[src/rtl/thr_retire_sel_pkg.sv]
package thr_retire_sel_pkg;

  localparam int ST_W = 3;

  localparam logic [ST_W-1:0] ST_IDLE   = 3'd0;
  localparam logic [ST_W-1:0] ST_RUN    = 3'd1;
  localparam logic [ST_W-1:0] ST_TRAP   = 3'd2;
  localparam logic [ST_W-1:0] ST_FTRAP  = 3'd3;
  localparam logic [ST_W-1:0] ST_SQUASH = 3'd4;

  localparam logic [1:0] MODE_BURST = 2'd0;
  localparam logic [1:0] MODE_RR    = 2'd1;
  localparam logic [1:0] MODE_OLD   = 2'd2;

  // states that allow a round-robin grant
  function automatic logic rr_status_ok(input logic [ST_W-1:0] s);
    return (s == ST_IDLE) || (s == ST_RUN);
  endfunction

  // states that allow an oldest-first grant
  function automatic logic old_status_ok(input logic [ST_W-1:0] s);
    return (s == ST_IDLE) || (s == ST_RUN) || (s == ST_FTRAP);
  endfunction

endpackage

[src/rtl/thr_prio_order.sv]
module thr_prio_order #(
  parameter int NUM_THR = 4,
  parameter int TID_W   = 2
) (
  input  logic                     clk,
  input  logic                     rst_n,
  input  logic                     rotate,
  input  logic [TID_W-1:0]         rot_pos,
  output logic [NUM_THR*TID_W-1:0] order_flat
);

  logic [TID_W-1:0] ord_q [NUM_THR];

  always_ff @(posedge clk) begin
    if (!rst_n) begin
      for (int i = 0; i < NUM_THR; i++) ord_q[i] <= TID_W'(i);
    end else if (rotate) begin
      for (int i = 0; i < NUM_THR - 1; i++) begin
        if (i >= int'(rot_pos)) ord_q[i] <= ord_q[i+1];
      end
      ord_q[NUM_THR-1] <= ord_q[rot_pos];
    end
  end

  for (genvar g = 0; g < NUM_THR; g++) begin : g_flat
    assign order_flat[g*TID_W +: TID_W] = ord_q[g];
  end

endmodule

[src/rtl/thr_rr_scan.sv]
module thr_rr_scan #(
  parameter int NUM_THR = 4,
  parameter int TID_W   = 2
) (
  input  logic [NUM_THR*TID_W-1:0] order_flat,
  input  logic [NUM_THR-1:0]       elig,
  output logic                     hit,
  output logic [TID_W-1:0]         tid,
  output logic [TID_W-1:0]         pos
);

  // scan from the back so the front-most eligible entry is the last writer
  always_comb begin
    logic [TID_W-1:0] t;
    hit = 1'b0;
    tid = '0;
    pos = '0;
    for (int p = NUM_THR - 1; p >= 0; p--) begin
      t = order_flat[p*TID_W +: TID_W];
      if (elig[t]) begin
        hit = 1'b1;
        tid = t;
        pos = TID_W'(p);
      end
    end
  end

endmodule

[src/rtl/thr_old_scan.sv]
module thr_old_scan #(
  parameter int NUM_THR = 4,
  parameter int SEQ_W   = 16,
  parameter int TID_W   = 2
) (
  input  logic [NUM_THR-1:0]       elig,
  input  logic [NUM_THR*SEQ_W-1:0] seq_flat,
  output logic                     hit,
  output logic [TID_W-1:0]         tid
);

  // strict less-than keeps the lower index on equal sequence numbers
  always_comb begin
    logic [SEQ_W-1:0] best;
    logic [SEQ_W-1:0] cur;
    hit  = 1'b0;
    tid  = '0;
    best = '0;
    for (int i = 0; i < NUM_THR; i++) begin
      cur = seq_flat[i*SEQ_W +: SEQ_W];
      if (elig[i] && (!hit || (cur < best))) begin
        hit  = 1'b1;
        tid  = TID_W'(i);
        best = cur;
      end
    end
  end

endmodule

[src/rtl/thr_retire_sel.sv]
module thr_retire_sel #(
  parameter int NUM_THR = 4,
  parameter int SEQ_W   = 16,
  localparam int TID_W  = (NUM_THR > 1) ? $clog2(NUM_THR) : 1
) (
  input  logic                     clk,
  input  logic                     rst_n,
  input  logic [1:0]               sel_mode,
  input  logic [NUM_THR-1:0]       thr_active,
  input  logic [3*NUM_THR-1:0]     thr_status,
  input  logic [NUM_THR-1:0]       rob_empty,
  input  logic [NUM_THR-1:0]       head_ready,
  input  logic [SEQ_W*NUM_THR-1:0] head_seq,
  output logic                     grant_valid,
  output logic [TID_W-1:0]         grant_tid,
  input  logic                     grant_ready
);
  import thr_retire_sel_pkg::*;

  logic [NUM_THR*TID_W-1:0] order_flat;

  if (NUM_THR == 1) begin : g_single
    assign grant_valid = thr_active[0] && old_status_ok(thr_status[2:0]);
    assign grant_tid   = '0;
    assign order_flat  = '0;
  end else begin : g_multi
    logic [NUM_THR-1:0] rr_elig;
    logic [NUM_THR-1:0] old_elig;
    logic               rr_hit;
    logic               old_hit;
    logic [TID_W-1:0]   rr_tid;
    logic [TID_W-1:0]   rr_pos;
    logic [TID_W-1:0]   old_tid;
    logic               is_rr;
    logic               take_rr;

    always_comb begin
      for (int i = 0; i < NUM_THR; i++) begin
        rr_elig[i]  = thr_active[i] && head_ready[i] &&
                      rr_status_ok(thr_status[i*ST_W +: ST_W]);
        old_elig[i] = thr_active[i] && head_ready[i] && !rob_empty[i] &&
                      old_status_ok(thr_status[i*ST_W +: ST_W]);
      end
    end

    thr_rr_scan #(.NUM_THR(NUM_THR), .TID_W(TID_W)) u_rr (
      .order_flat (order_flat),
      .elig       (rr_elig),
      .hit        (rr_hit),
      .tid        (rr_tid),
      .pos        (rr_pos)
    );

    thr_old_scan #(.NUM_THR(NUM_THR), .SEQ_W(SEQ_W), .TID_W(TID_W)) u_old (
      .elig     (old_elig),
      .seq_flat (head_seq),
      .hit      (old_hit),
      .tid      (old_tid)
    );

    assign is_rr       = (sel_mode == MODE_RR);
    assign grant_valid = is_rr ? rr_hit : old_hit;
    assign grant_tid   = is_rr ? rr_tid : old_tid;
    assign take_rr     = is_rr && rr_hit && grant_ready;

    thr_prio_order #(.NUM_THR(NUM_THR), .TID_W(TID_W)) u_order (
      .clk        (clk),
      .rst_n      (rst_n),
      .rotate     (take_rr),
      .rot_pos    (rr_pos),
      .order_flat (order_flat)
    );
  end

endmodule

[config.mk]
export PLATFORM = sky130hd
export DESIGN_NAME = thr_retire_sel
export DESIGN_NICKNAME = d
export VERILOG_FILES = /design/src/rtl/thr_retire_sel_pkg.sv /design/src/rtl/thr_prio_order.sv /design/src/rtl/thr_rr_scan.sv /design/src/rtl/thr_old_scan.sv /design/src/rtl/thr_retire_sel.sv
export SDC_FILE = /design/constraint.sdc
export NUM_CORES = 1
export LEC_CHECK = 0
export ABC_AREA = 1
export BUFFER_PORTS_ARGS = -buffer_cell sky130_fd_sc_hd__clkbuf_2
export CAP_MARGIN = 25
export CORE_ASPECT_RATIO = 0.5
export CORE_MARGIN = 3
export CORE_UTILIZATION = 29
export CTS_BUF_LIST = sky130_fd_sc_hd__clkbuf_4 sky130_fd_sc_hd__clkbuf_8
export CTS_CLUSTER_DIAMETER = 40
export DETAILED_ROUTE_END_ITERATION = 16
export PLACE_DENSITY_LB_ADDON = 0.2
export SKIP_CTS_REPAIR_TIMING = 1
export SLEW_MARGIN = 25
export SYNTH_ARGS = -nofsm -noshare
export SYNTH_HDL_FRONTEND = slang
export SYNTH_HIERARCHICAL = 1
export SYNTH_SLANG_ARGS = --single-unit
export TNS_END_PERCENT = 20
[constraint.sdc]
create_clock -name clk -period 7.3 [get_ports clk]
set_clock_uncertainty 0.2 [all_clocks]
set_input_delay 0.365 -clock clk [delete_from_list [all_inputs] [get_ports clk]]
set_output_delay 0.365 -clock clk [all_outputs]
set_load 0.005 [all_outputs]
# == After elaboration in Yosys (flattened, before gate mapping) ==
# Memories as Yosys holds them, arrays and structs flattened.
# Cells that the tools add are included.
# word_totals
ff_bits,0
mem_bits_rw,8
in_bits,93
out_inout_bits,3
elab_cells,119
n_memories,1
# op_classes
n_lt_le_gt_ge,10
eq_ne,9
mux,52
bitwise_logic,4
n_reduce_logical,43
# memory_table
memory,words,word_bits,read_ports,rd_clocked_by_memory_dff,wr,line_no,source
g_multi.u_order.ord_q,4,2,5,0,4,thr_prio_order.sv:12,logic [TID_W-1:0] ord_q [NUM_THR];
# ops
cell,n
16-bit less-than comparator,3
16-bit 2-to-1 mux,3
1-bit 2-to-1 mux,30
2-bit 2-to-1 mux,15
1-bit logical AND,21
3-bit by 1-bit equality test with 1-bit output (second input constant),4
3-bit by 2-bit equality test with 1-bit output (second input constant),4
3-bit logical NOT,4
2-bit by 3-bit less-than comparator with 1-bit output (second input constant),4
1-bit logical OR,11
1-bit binary-select mux with 2-bit select,4
1-bit logical NOT,7
1-bit by 2-bit >= comparator with 1-bit output (first input constant),2
1-bit bitwise OR,4
2-bit by 1-bit equality test with 1-bit output (second input constant),1
2-bit >= comparator (first input constant),1

# == Depth between registers and ports, before layout ==
# Gate-level depths: netlist (run 1).
# logic_depth
word_depth,18
ltp_mapped,49
depth_no_buf,45

# == Modules after synthesis ==
# Netlist (run 1), hierarchy kept.
# by_module_without_submodules
mod,instances,cells_per_inst,area_per_inst_um2
thr_old_scan,1,244,1462.7
thr_prio_order,1,44,411.6
thr_rr_scan,1,59,259.0
thr_retire_sel,1,45,177.7

# == Least setup slack after synthesis (run 1) ==
# No wires, ideal clock.
# synth_path
path_type,input to output
start,input port thr_status[2]
end,output port grant_tid[1]
arrival_time_ns,4.808
required_time_ns,6.735
path_slack_ns,1.927
stages,39
cell_sequence,inv_1 -> nand3_1 -> nor2_1 -> buf_4 -> clkbuf_1 -> nand2_1 -> ha_1 -> nand2_1 -> o21a_1 -> nor2_1 -> nor2_1 -> nand2_1 -> nand2_2 -> nand2_2 -> clkbuf_1 -> nand2_1 -> o21ai_0 -> ha_1 -> (+3 left out) -> o221a_2 -> nand2_1 -> nand2_2 -> nand2_4 -> clkbuf_1 -> nand2_1 -> o21ai_0 -> ha_1 -> a21oi_1 -> nor2_1 -> a211oi_1 -> o221a_2 -> nand2_1 -> nand2_1 -> nand2_1 -> nand2_1 -> nand2_1 -> nand2_1
# synth_between
elab_chain_len,18
elab_cells_between_ends,40
classes_between,order compare (3); eq/ne (2); mux (21); reduce/logical (14)
# synth_rtl
item,line_no,source
start: declaration,thr_retire_sel.sv:10,"input logic [3*NUM_THR-1:0] thr_status,"
3-bit by 1-bit equality test with 1-bit output / 3-bit logical NOT (equally long branches),thr_retire_sel_pkg.sv:22,return (s == ST_IDLE) || (s == ST_RUN) || (s == ST_FTRAP);
1-bit logical OR,thr_retire_sel_pkg.sv:22,
1-bit logical OR (*),thr_retire_sel_pkg.sv:22,
1-bit logical AND (*),thr_retire_sel.sv:41,old_elig[i] = thr_active[i] && head_ready[i] && !rob_empty[i] &&
net g_multi.old_elig[0],thr_retire_sel.sv:28,logic [NUM_THR-1:0] old_elig;
16-bit 2-to-1 mux / 1-bit 2-to-1 mux (equally long branches),thr_old_scan.sv:21,if (elig[i] && (!hit || (cur < best))) begin
16-bit less-than comparator / 1-bit logical NOT (equally long branches),thr_old_scan.sv:21,
1-bit logical OR,thr_old_scan.sv:21,
(+4 left out),n/a,
1-bit logical AND,thr_old_scan.sv:21,
16-bit 2-to-1 mux / 1-bit 2-to-1 mux (equally long branches),thr_old_scan.sv:21,
16-bit less-than comparator / 1-bit logical NOT (equally long branches),thr_old_scan.sv:21,
1-bit logical OR,thr_old_scan.sv:21,
1-bit logical AND,thr_old_scan.sv:21,
2-bit 2-to-1 mux (*),thr_old_scan.sv:21,
net g_multi.old_tid[1],thr_retire_sel.sv:33,logic [TID_W-1:0] old_tid;
2-bit 2-to-1 mux (*),thr_retire_sel.sv:63,assign grant_tid = is_rr ? rr_tid : old_tid;
end: declaration,thr_retire_sel.sv:15,"output logic [TID_W-1:0] grant_tid,"
# Mark *: on every way through the listed nets, which the timed path passes. The rest lies on a longest branch. The select of a mux whose other input is x is not followed.

# == Final worst setup path (run 1) ==
# layout_path
start,input port thr_status[2]
end,output port grant_tid[0]
# Same word-level chain as after synthesis.

==> flow_summary.ini, run 1 <==
[timing]
max_clock_freq_mhz = 167
slew_headroom = 0.412
rsz0062_at_grt = false
hold_violations = 0
tns_ns = 0
setup_viol = 0
period_share = 0.821
post-route-min-period_ns = 5.99
drv_slew = 0
tightestPinTransition_ns = 0.875

[grt]
grt_pass1_vias = 2444
grt_start_max_net_pins = 34
grt_antenna_before_repair = 0
grt_pass1_wl_mm = 10.5
track_usage = 0.136
overflow = 0

[power]
power.leakage_nw = 1.73
powerDensity_nw_per_um2 = 77.6
vdd_drop_max_mv = 0.0638
power_w = 0.000228

[routing]
vias = 2627
drc = 0
drtAntennaViolNets = 0
drt_iter0_drc = 86
drt_wl_total_mm = 6.27
routedWlPerCell_um = 10.6
avgViaCountPerCell = 4.45
firstDrtPassIters = 4

[placement]
io_buffers = 95
dp_hpwl_mm = 5.63
finalWeightedCongestion = 0.752

[worst_setup_path]
r2r_cells = 6
cp-start-kind = input pin
slowest_delay_ns = 0.39
slowest_stage = o21ai_0
worst-setup-path-type = input pin to primary output
critPathMaxFanout = 33
critPathMostFrequentCell = nand2_1
path_delay_family = compound AO/OA/AOI/OAI gates
cp.arrival_ns = 5.43
reg2reg_to = g_multi.u_order/ord_q[2][0]
required_ns = 6.73
r2r_slack_ns = 4.85
critPathCaptureType = primary output
rr_startpoint = g_multi.u_order/ord_q[0][0]
path_buf_inv = 4

[cells_and_area]
fillers = 849
layout_commonest_cell = nand2_1
largest-register = g_multi.u_order/ord_q
final_cell_mix = 151 x nand2_1, 95 x clkbuf_2, 45 x ha_1
largestRegisters = g_multi.u_order/ord_q (8)
largest_reg_flops = 8
syn_to_final_growth_pct = 27.1
final_nets = 623
diodes = 0
drive_gt1_frac = 0.257

[hold_path]
worstHoldPathType = input pin to flop
whs_path_depth = 2
holdCritStartpoint = rst_n
whs_endpoint = g_multi.u_order/ord_q[1][1]

[die]
num_io_pins = 96
die-area_um2 = 9140
rows = 22
dieWidth_um = 132
core_um2 = 7510
start_util = 0.308
die-height_um = 69.1

[clock_network]
cts_tree = yes
cts_buffers = 3
cts.sinks = 8
root_buffer = clkbuf_8
cts-htree-levels = 1
clkTransAtPathRegs_ns = 0.04
clockBufferDepth = 2
clock_latency_ns = 0.23

[logic_synthesis]
ys_ff_latch = 8
yosysTopAreaCellShare = 0.245
synth_top_area_cell = nand2_1
syn_nets = 530
ys_top_cells_by_area = nand2_1 25%, ha_1 24%, edfxtp_1 10%
synth_compound_area_frac = 0.153
synth_xor_area_frac = 0
netlist_area_um2 = 2310
synth_top_family_by_area = simple AND/OR/NAND/NOR gates
yosysSeqAreaShare = 0.104
synth_warnings = 6
synth_mux_area_frac = 0
synth_cells = 392
synth_cell_types = 28
synth_adder_area_share = 0.244
avgSynthCellArea_um2 = 5.90
yosys.area_share.simple = 0.411

[outcome]
run_status = finished clean

[flow_run]
cap_violations = 0
-- metal layers --
metal	routed length [µm]	GRT usage	vias up	share of wire
met2	2890	0.234	40	0.46
li1	-	-	1484	-
met1	3120	0.184	1099	0.50
met4	64	0.0369	0	0.010
met3	195	0.00948	4	0.031
met5	0	0	-	0
-- worst reg2reg max path, delay by kind of cell (launching register included) --
kind	cells	cell delay (ns)
compound gates	1	0.31
flops	1	0.45
simple gates	5	1.23
-- report_power, final --
group	leakage, nW	internal (W)	switching [W]
Clock	0.0216	0.0000358	0.0000186
Sequential	0.0697	0.0000525	0.00000180
Combinational	1.64	0.0000544	0.0000646
-- how the worst max path moves through the flow --
stage	startpoint	to	slack (ns)	cells after the start
5_1_grt	thr_status[2]	grant_tid[0]	0.68	36
4_1_cts	thr_status[2]	grant_tid[0]	1.30	36
3_5_place_dp	thr_status[2]	grant_tid[0]	1.32	36
2_1_floorplan	thr_status[2]	grant_tid[1]	1.93	39
6_report	thr_status[2]	grant_tid[0]	1.31	36
3_3_place_gp	thr_status[2]	grant_tid[0]	1.42	37
-- synth_stat cells (all sizes together) --
cell type  count
or2            2
o221a          2
nor3b          1
ha            45
inv           43
nand3b         3
a21oi         23
edfxtp         8
o211ai         1
nor2          26
nand3         21
o21ai         32
clkbuf         7
a211oi         4
nand2        161
buf            1
nand4          4
nor3           4
clkinv         2
o21a           2
-- final cells by class --
cell class	instances	area [µm²]	area share
timing repair buffer	96	483	0.164
tap	108	135	0.0460
inverter	45	170	0.0579
multi-input combinational	331	1870	0.636
clock buffer	3	41.3	0.0141
sequential	8	240	0.0818
-- metrics by stage --
step	instance area [µm²]	hold WS, ns	instances	setup slack (ns)	utilization
finish	2940	0.321	591	1.31	0.391
detailed placement	2900	0.376	588	1.32	0.385
global route	2940	0.356	591	0.681	0.391
CTS	2940	0.320	591	1.30	0.391
floorplan	2310	0.334	392	1.93	-
global placement	2900	0.378	588	1.42	0.385
-- cell families after synthesis --
family,after synthesis
flops,8
buf+inv,53
simple gates,222
compound gates,64
fa+ha+maj,45
Note: power is estimated with default switching activity, not from simulation.
==> run 2: changes to the inputs <==
==> constraint.sdc (replaced) <==
create_clock -name clk -period 5 [get_ports clk]
set_clock_uncertainty 0.2 [all_clocks]
set_input_delay 0.25 -clock clk [delete_from_list [all_inputs] [get_ports clk]]
set_output_delay 0.25 -clock clk [all_outputs]
set_load 0.005 [all_outputs]
==> run 2 against run 1 <==
Compared with the run above: the run now ends with negative setup slack left; clock-buffer cell count stayed put; sequential power is 46% higher; setup slack worse by 1.6 ns; largest cell class unchanged; largest power group unchanged.
==> flow_summary.ini, run 2 (synthesis results as in run 1) <==
[outcome]
run_status = complete, but fails checks
violations = negative setup slack

[worst_setup_path]
rr_startpoint = g_multi.u_order/ord_q[0][0]
required_ns = 4.55
cp-start-kind = input pin
cp.arrival_ns = 4.83
r2r_cells = 6
critPathMostFrequentCell = nand2_1
critPathMaxFanout = 6
slowest_delay_ns = 0.28
worst-setup-path-type = input pin to primary output
slowest_stage = ha_1
r2r_slack_ns = 2.52
critPathCaptureType = primary output
reg2reg_to = g_multi.u_order/ord_q[3][0]

[grt]
grt_start_max_net_pins = 21
grt_antenna_before_repair = 0
track_usage = 0.142
overflow = 0
grt_pass1_wl_mm = 11.2
grt_pass1_vias = 2578

[placement]
io_buffers = 95
dp_hpwl_mm = 5.97
finalWeightedCongestion = 0.769
dpl_cell_area_um2 = 3220

[timing]
tns_ns = -0.549
drv_slew = 0
post-route-min-period_ns = 5.28
whs_ns = 0.203
fin_ws_ns = -0.275
slew_headroom = 0.330
rsz0062_at_grt = true
setup_viol = 2
tightestPinTransition_ns = 1.00
hold_violations = 0
max_clock_freq_mhz = 190
period_share = 1.06

[cells_and_area]
final_cell_mix = 149 x nand2_1, 96 x clkbuf_2, 44 x ha_1
fillers = 819
largest-register = g_multi.u_order/ord_q
largestRegisters = g_multi.u_order/ord_q (8)
fin_util = 0.466
final_nets = 672
layout_commonest_cell = nand2_1
design_area_um2 = 3500
drive_gt1_frac = 0.353
syn_to_final_growth_pct = 51.7
largest_reg_flops = 8
diodes = 0

[routing]
drt_iter0_drc = 80
avgViaCountPerCell = 4.47
firstDrtPassIters = 4
vias = 2859
drtAntennaViolNets = 0
routedWlPerCell_um = 11.0
drt_wl_total_mm = 7.02
drc = 0

[die]
die-area_um2 = 9140
start_util = 0.308
die-height_um = 69.1
dieWidth_um = 132
rows = 22
core_um2 = 7510
num_io_pins = 96

[clock_network]
clkTransAtPathRegs_ns = 0.04
clockBufferDepth = 2
cts_buffers = 3
clock_latency_ns = 0.22
cts-htree-levels = 1
cts.sinks = 8
cts_tree = yes
root_buffer = clkbuf_8

[hold_path]
holdCritStartpoint = rst_n
whs_path_depth = 2
worstHoldPathType = input pin to flop
whs_endpoint = g_multi.u_order/ord_q[1][1]

[power]
seq_power_share = 0.219
powerDensity_nw_per_um2 = 103
clockPowerShare = 0.209
swShare = 0.369
power.switching_w = 0.000134
cell_internal_pwr_w = 0.000228
power.leakage_nw = 2.00
p_comb_frac = 0.572
vdd_drop_max_mv = 0.0817

[flow_run]
cap_violations = 0
[run 2: metal layers]
layer  up-vias  GRT usage  wire (µm)
met5         -          0          0
met3         2     0.0102        235
met1      1234      0.202       3490
met4         0     0.0207         10
met2        41      0.241       3280
li1       1582          -          -
[run 2: area by class of cell]
type | count | area (µm²) | share of cell area
clock buffers | 3 | 41.3 | 0.0118
inverters | 45 | 170 | 0.0486
multi-input cells | 333 | 1980 | 0.565
flip-flops and latches | 8 | 240 | 0.0685
well taps | 108 | 135 | 0.0386
repair buffers | 143 | 937 | 0.267
[run 2: how the worst max path moves through the flow]
stage	to	cells after the start	slack [ns]	startpoint
6_report	grant_tid[1]	40	-0.28	thr_status[0]
5_1_grt	grant_tid[1]	41	-0.65	thr_status[0]
2_1_floorplan	grant_tid[1]	38	0.03	thr_status[2]
4_1_cts	grant_tid[1]	39	-0.46	thr_status[2]
3_3_place_gp	grant_tid[0]	39	-0.45	thr_status[2]
3_5_place_dp	grant_tid[0]	38	-0.46	thr_status[2]
[run 2: power by group through the flow]
stage	Combinational (W)	Clock, W	Sequential (W)
2_1_floorplan	0.000107	0	0.0000795
3_3_place_gp	0.000190	0	0.0000803
3_5_place_dp	0.000191	0	0.0000803
4_1_cts	0.000192	0.0000781	0.0000792
5_1_grt	0.000238	0.0000815	0.0000796
6_report	0.000207	0.0000759	0.0000792
[run 2: metrics by stage]
step	setup WS [ns]	total power [W]	std cells
global placement	-0.450	0.000271	628
CTS	-0.462	0.000349	631
global route	-0.655	0.000399	640
finish	-0.275	0.000362	640
detailed placement	-0.455	0.000271	628
floorplan	0.0257	0.000187	392
[run 2: critical path, delay by kind of cell]
family                     cells  cell delay, ns
AOI/OAI and AO/OA              8            1.51
adders and majority gates      3            0.73
buffers and inverters          6            0.63
and+or+nand+nor               23            1.70
==> run 3: changes to the inputs <==
--- a/config.mk
+++ b/config.mk
@@ -10,12 +10,11 @@
 export CAP_MARGIN = 25
 export CORE_ASPECT_RATIO = 0.5
 export CORE_MARGIN = 3
-export CORE_UTILIZATION = 29
+export CORE_UTILIZATION = 30
 export CTS_BUF_LIST = sky130_fd_sc_hd__clkbuf_4 sky130_fd_sc_hd__clkbuf_8
 export CTS_CLUSTER_DIAMETER = 40
 export DETAILED_ROUTE_END_ITERATION = 16
 export PLACE_DENSITY_LB_ADDON = 0.2
-export SKIP_CTS_REPAIR_TIMING = 1
 export SLEW_MARGIN = 25
 export SYNTH_ARGS = -nofsm -noshare
 export SYNTH_HDL_FRONTEND = slang
==> run 3 against run 2 <==
Compared with the run above: via count grew 2.3%; combinational power grew 13%; hold slack is essentially flat; wire length grew 8.4%; register-to-register slack is essentially flat; cell count shrank 1.7%; critical path depth grew 2; setup slack lost 0.0099 ns; first-iteration DRC count grew 40%; largest cell class unchanged; the flow still finishes with violations (negative setup slack).
==> flow_summary.ini, run 3 (synthesis results as in run 1) <==
[die]
num_io_pins = 96
rows = 21
core_um2 = 7070
die-area_um2 = 8860
start_util = 0.327
die-height_um = 68.1
dieWidth_um = 130

[cells_and_area]
largest-register = g_multi.u_order/ord_q
largest_reg_flops = 8
syn_to_final_growth_pct = 66.5
drive_gt1_frac = 0.441
final_cell_mix = 135 x nand2_1, 94 x clkbuf_2, 42 x buf_4
regArea_um2 = 240
diodes = 0
largestRegisters = g_multi.u_order/ord_q (8)
layout_commonest_cell = nand2_1
fillers = 673
final_nets = 677
multi_input_area_um2 = 2280
fin_util = 0.544

[clock_network]
clockBufferDepth = 2
cts.sinks = 8
cts-htree-levels = 1
cts_tree = yes
clock_latency_ns = 0.23
root_buffer = clkbuf_8
cts_buffers = 3
clkTransAtPathRegs_ns = 0.04

[placement]
finalWeightedCongestion = 0.776
dp_hpwl_mm = 5.95
pre_cts_slack_ns = -0.548
io_buffers = 95

[grt]
grt_start_max_net_pins = 12
overflow = 0
grt_antenna_before_repair = 0
grt_pass1_vias = 2663
grt_pass1_wl_mm = 11.6
track_usage = 0.161

[timing]
slew_headroom = 0.266
tightestPinTransition_ns = 1.10
drv_slew = 0
rsz0062_at_grt = true
period_share = 1.06
hold_violations = 0
whs_ns = 0.202
setup_viol = 2
max_clock_freq_mhz = 189
post-route-min-period_ns = 5.29
tns_ns = -0.568
fin_ws_ns = -0.285

[hold_path]
whs_endpoint = g_multi.u_order/ord_q[0][0]
worstHoldPathType = input pin to flop
whs_path_depth = 2
holdCritStartpoint = rst_n

[routing]
drtAntennaViolNets = 0
avgViaCountPerCell = 4.65
vias = 2924
drc = 0
drt_iter0_drc = 112
firstDrtPassIters = 4
drt_wl_total_mm = 7.61
routedWlPerCell_um = 12.1

[worst_setup_path]
critPathMaxFanout = 8
cp-start-kind = input pin
slowest_stage = ha_1
slowest_delay_ns = 0.32
worst-setup-path-type = input pin to primary output
r2r_slack_ns = 2.52
reg2reg_to = g_multi.u_order/ord_q[2][1]
rr_startpoint = g_multi.u_order/ord_q[0][0]
cp.arrival_ns = 4.84
required_ns = 4.55
r2r_cells = 6
crit_start = thr_status[2]
critPathMostFrequentCell = nand2_1
critPathCaptureType = primary output

[flow_run]
cap_violations = 0

[outcome]
violations = negative setup slack
run_status = complete, but fails checks

[power]
vdd_drop_max_mv = 0.126
power_w = 0.000389
powerDensity_nw_per_um2 = 101
power.leakage_nw = 2.09
[run 3: changes by cell type in the layout (fill, tap and decap cells not counted), sizes merged]
| cell | delta |
|---|---|
| clkbuf | -5 |
| buf | +10 |
[run 3: per-layer routing]
layer / GRT usage / up-vias / share of wire
met1: 0.210 / 1283 / 0.45
met3: 0.0109 / 4 / 0.047
met2: 0.300 / 42 / 0.50
met5: 0 / - / 0
met4: 0.0259 / 0 / 0.0039
li1: - / 1595 / -
[run 3: report_power, final]
part           leakage, nW  internal, W  switching, W
registers           0.0697    0.0000768    0.00000244
clock network       0.0216    0.0000520     0.0000238
logic                 2.00     0.000113      0.000121
total                 2.09     0.000241      0.000147
[run 3: worst max-delay path by stage]
stage,to,slack [ns]
6_report,grant_tid[1],-0.29
5_1_grt,grant_tid[0],-0.68
4_1_cts,grant_tid[0],-0.21
3_5_place_dp,grant_tid[1],-0.55
3_3_place_gp,grant_tid[1],-0.46
2_1_floorplan,grant_tid[1],0.03
[run 3: worst max-delay path: cells and delay by family]
kind                     cells  cell delay [ns]
AO/OA/AOI/OAI                6             0.98
AND/OR/NAND/NOR             27             2.09
buffers and inverters        6             0.69
adder cells (fa/ha/maj)      3             0.78
[run 3: area by class of cell]
type | count | area share
timing repair buffer | 148 | 0.259
multi-input combinational | 333 | 0.593
sequential | 8 | 0.0624
tap | 92 | 0.0299
inverter | 45 | 0.0442
clock buffer | 3 | 0.0107
[run 3: per-stage QoR]
| step | area [µm²] | cells |
|---|---|---|
| global route | 3850 | 629 |
| finish | 3850 | 629 |
| detailed placement | 3170 | 610 |
| floorplan | 2310 | 392 |
| global placement | 3170 | 610 |
| CTS | 3670 | 625 |
[run 3: timing repair]
action                     4_1_cts  5_1_grt
hold buffers                     0        0
pin swaps                       33       19
gates cloned                     6        0
setup endpoints to repair        2        2
buffers inserted                 6        4
resized for setup               76       36
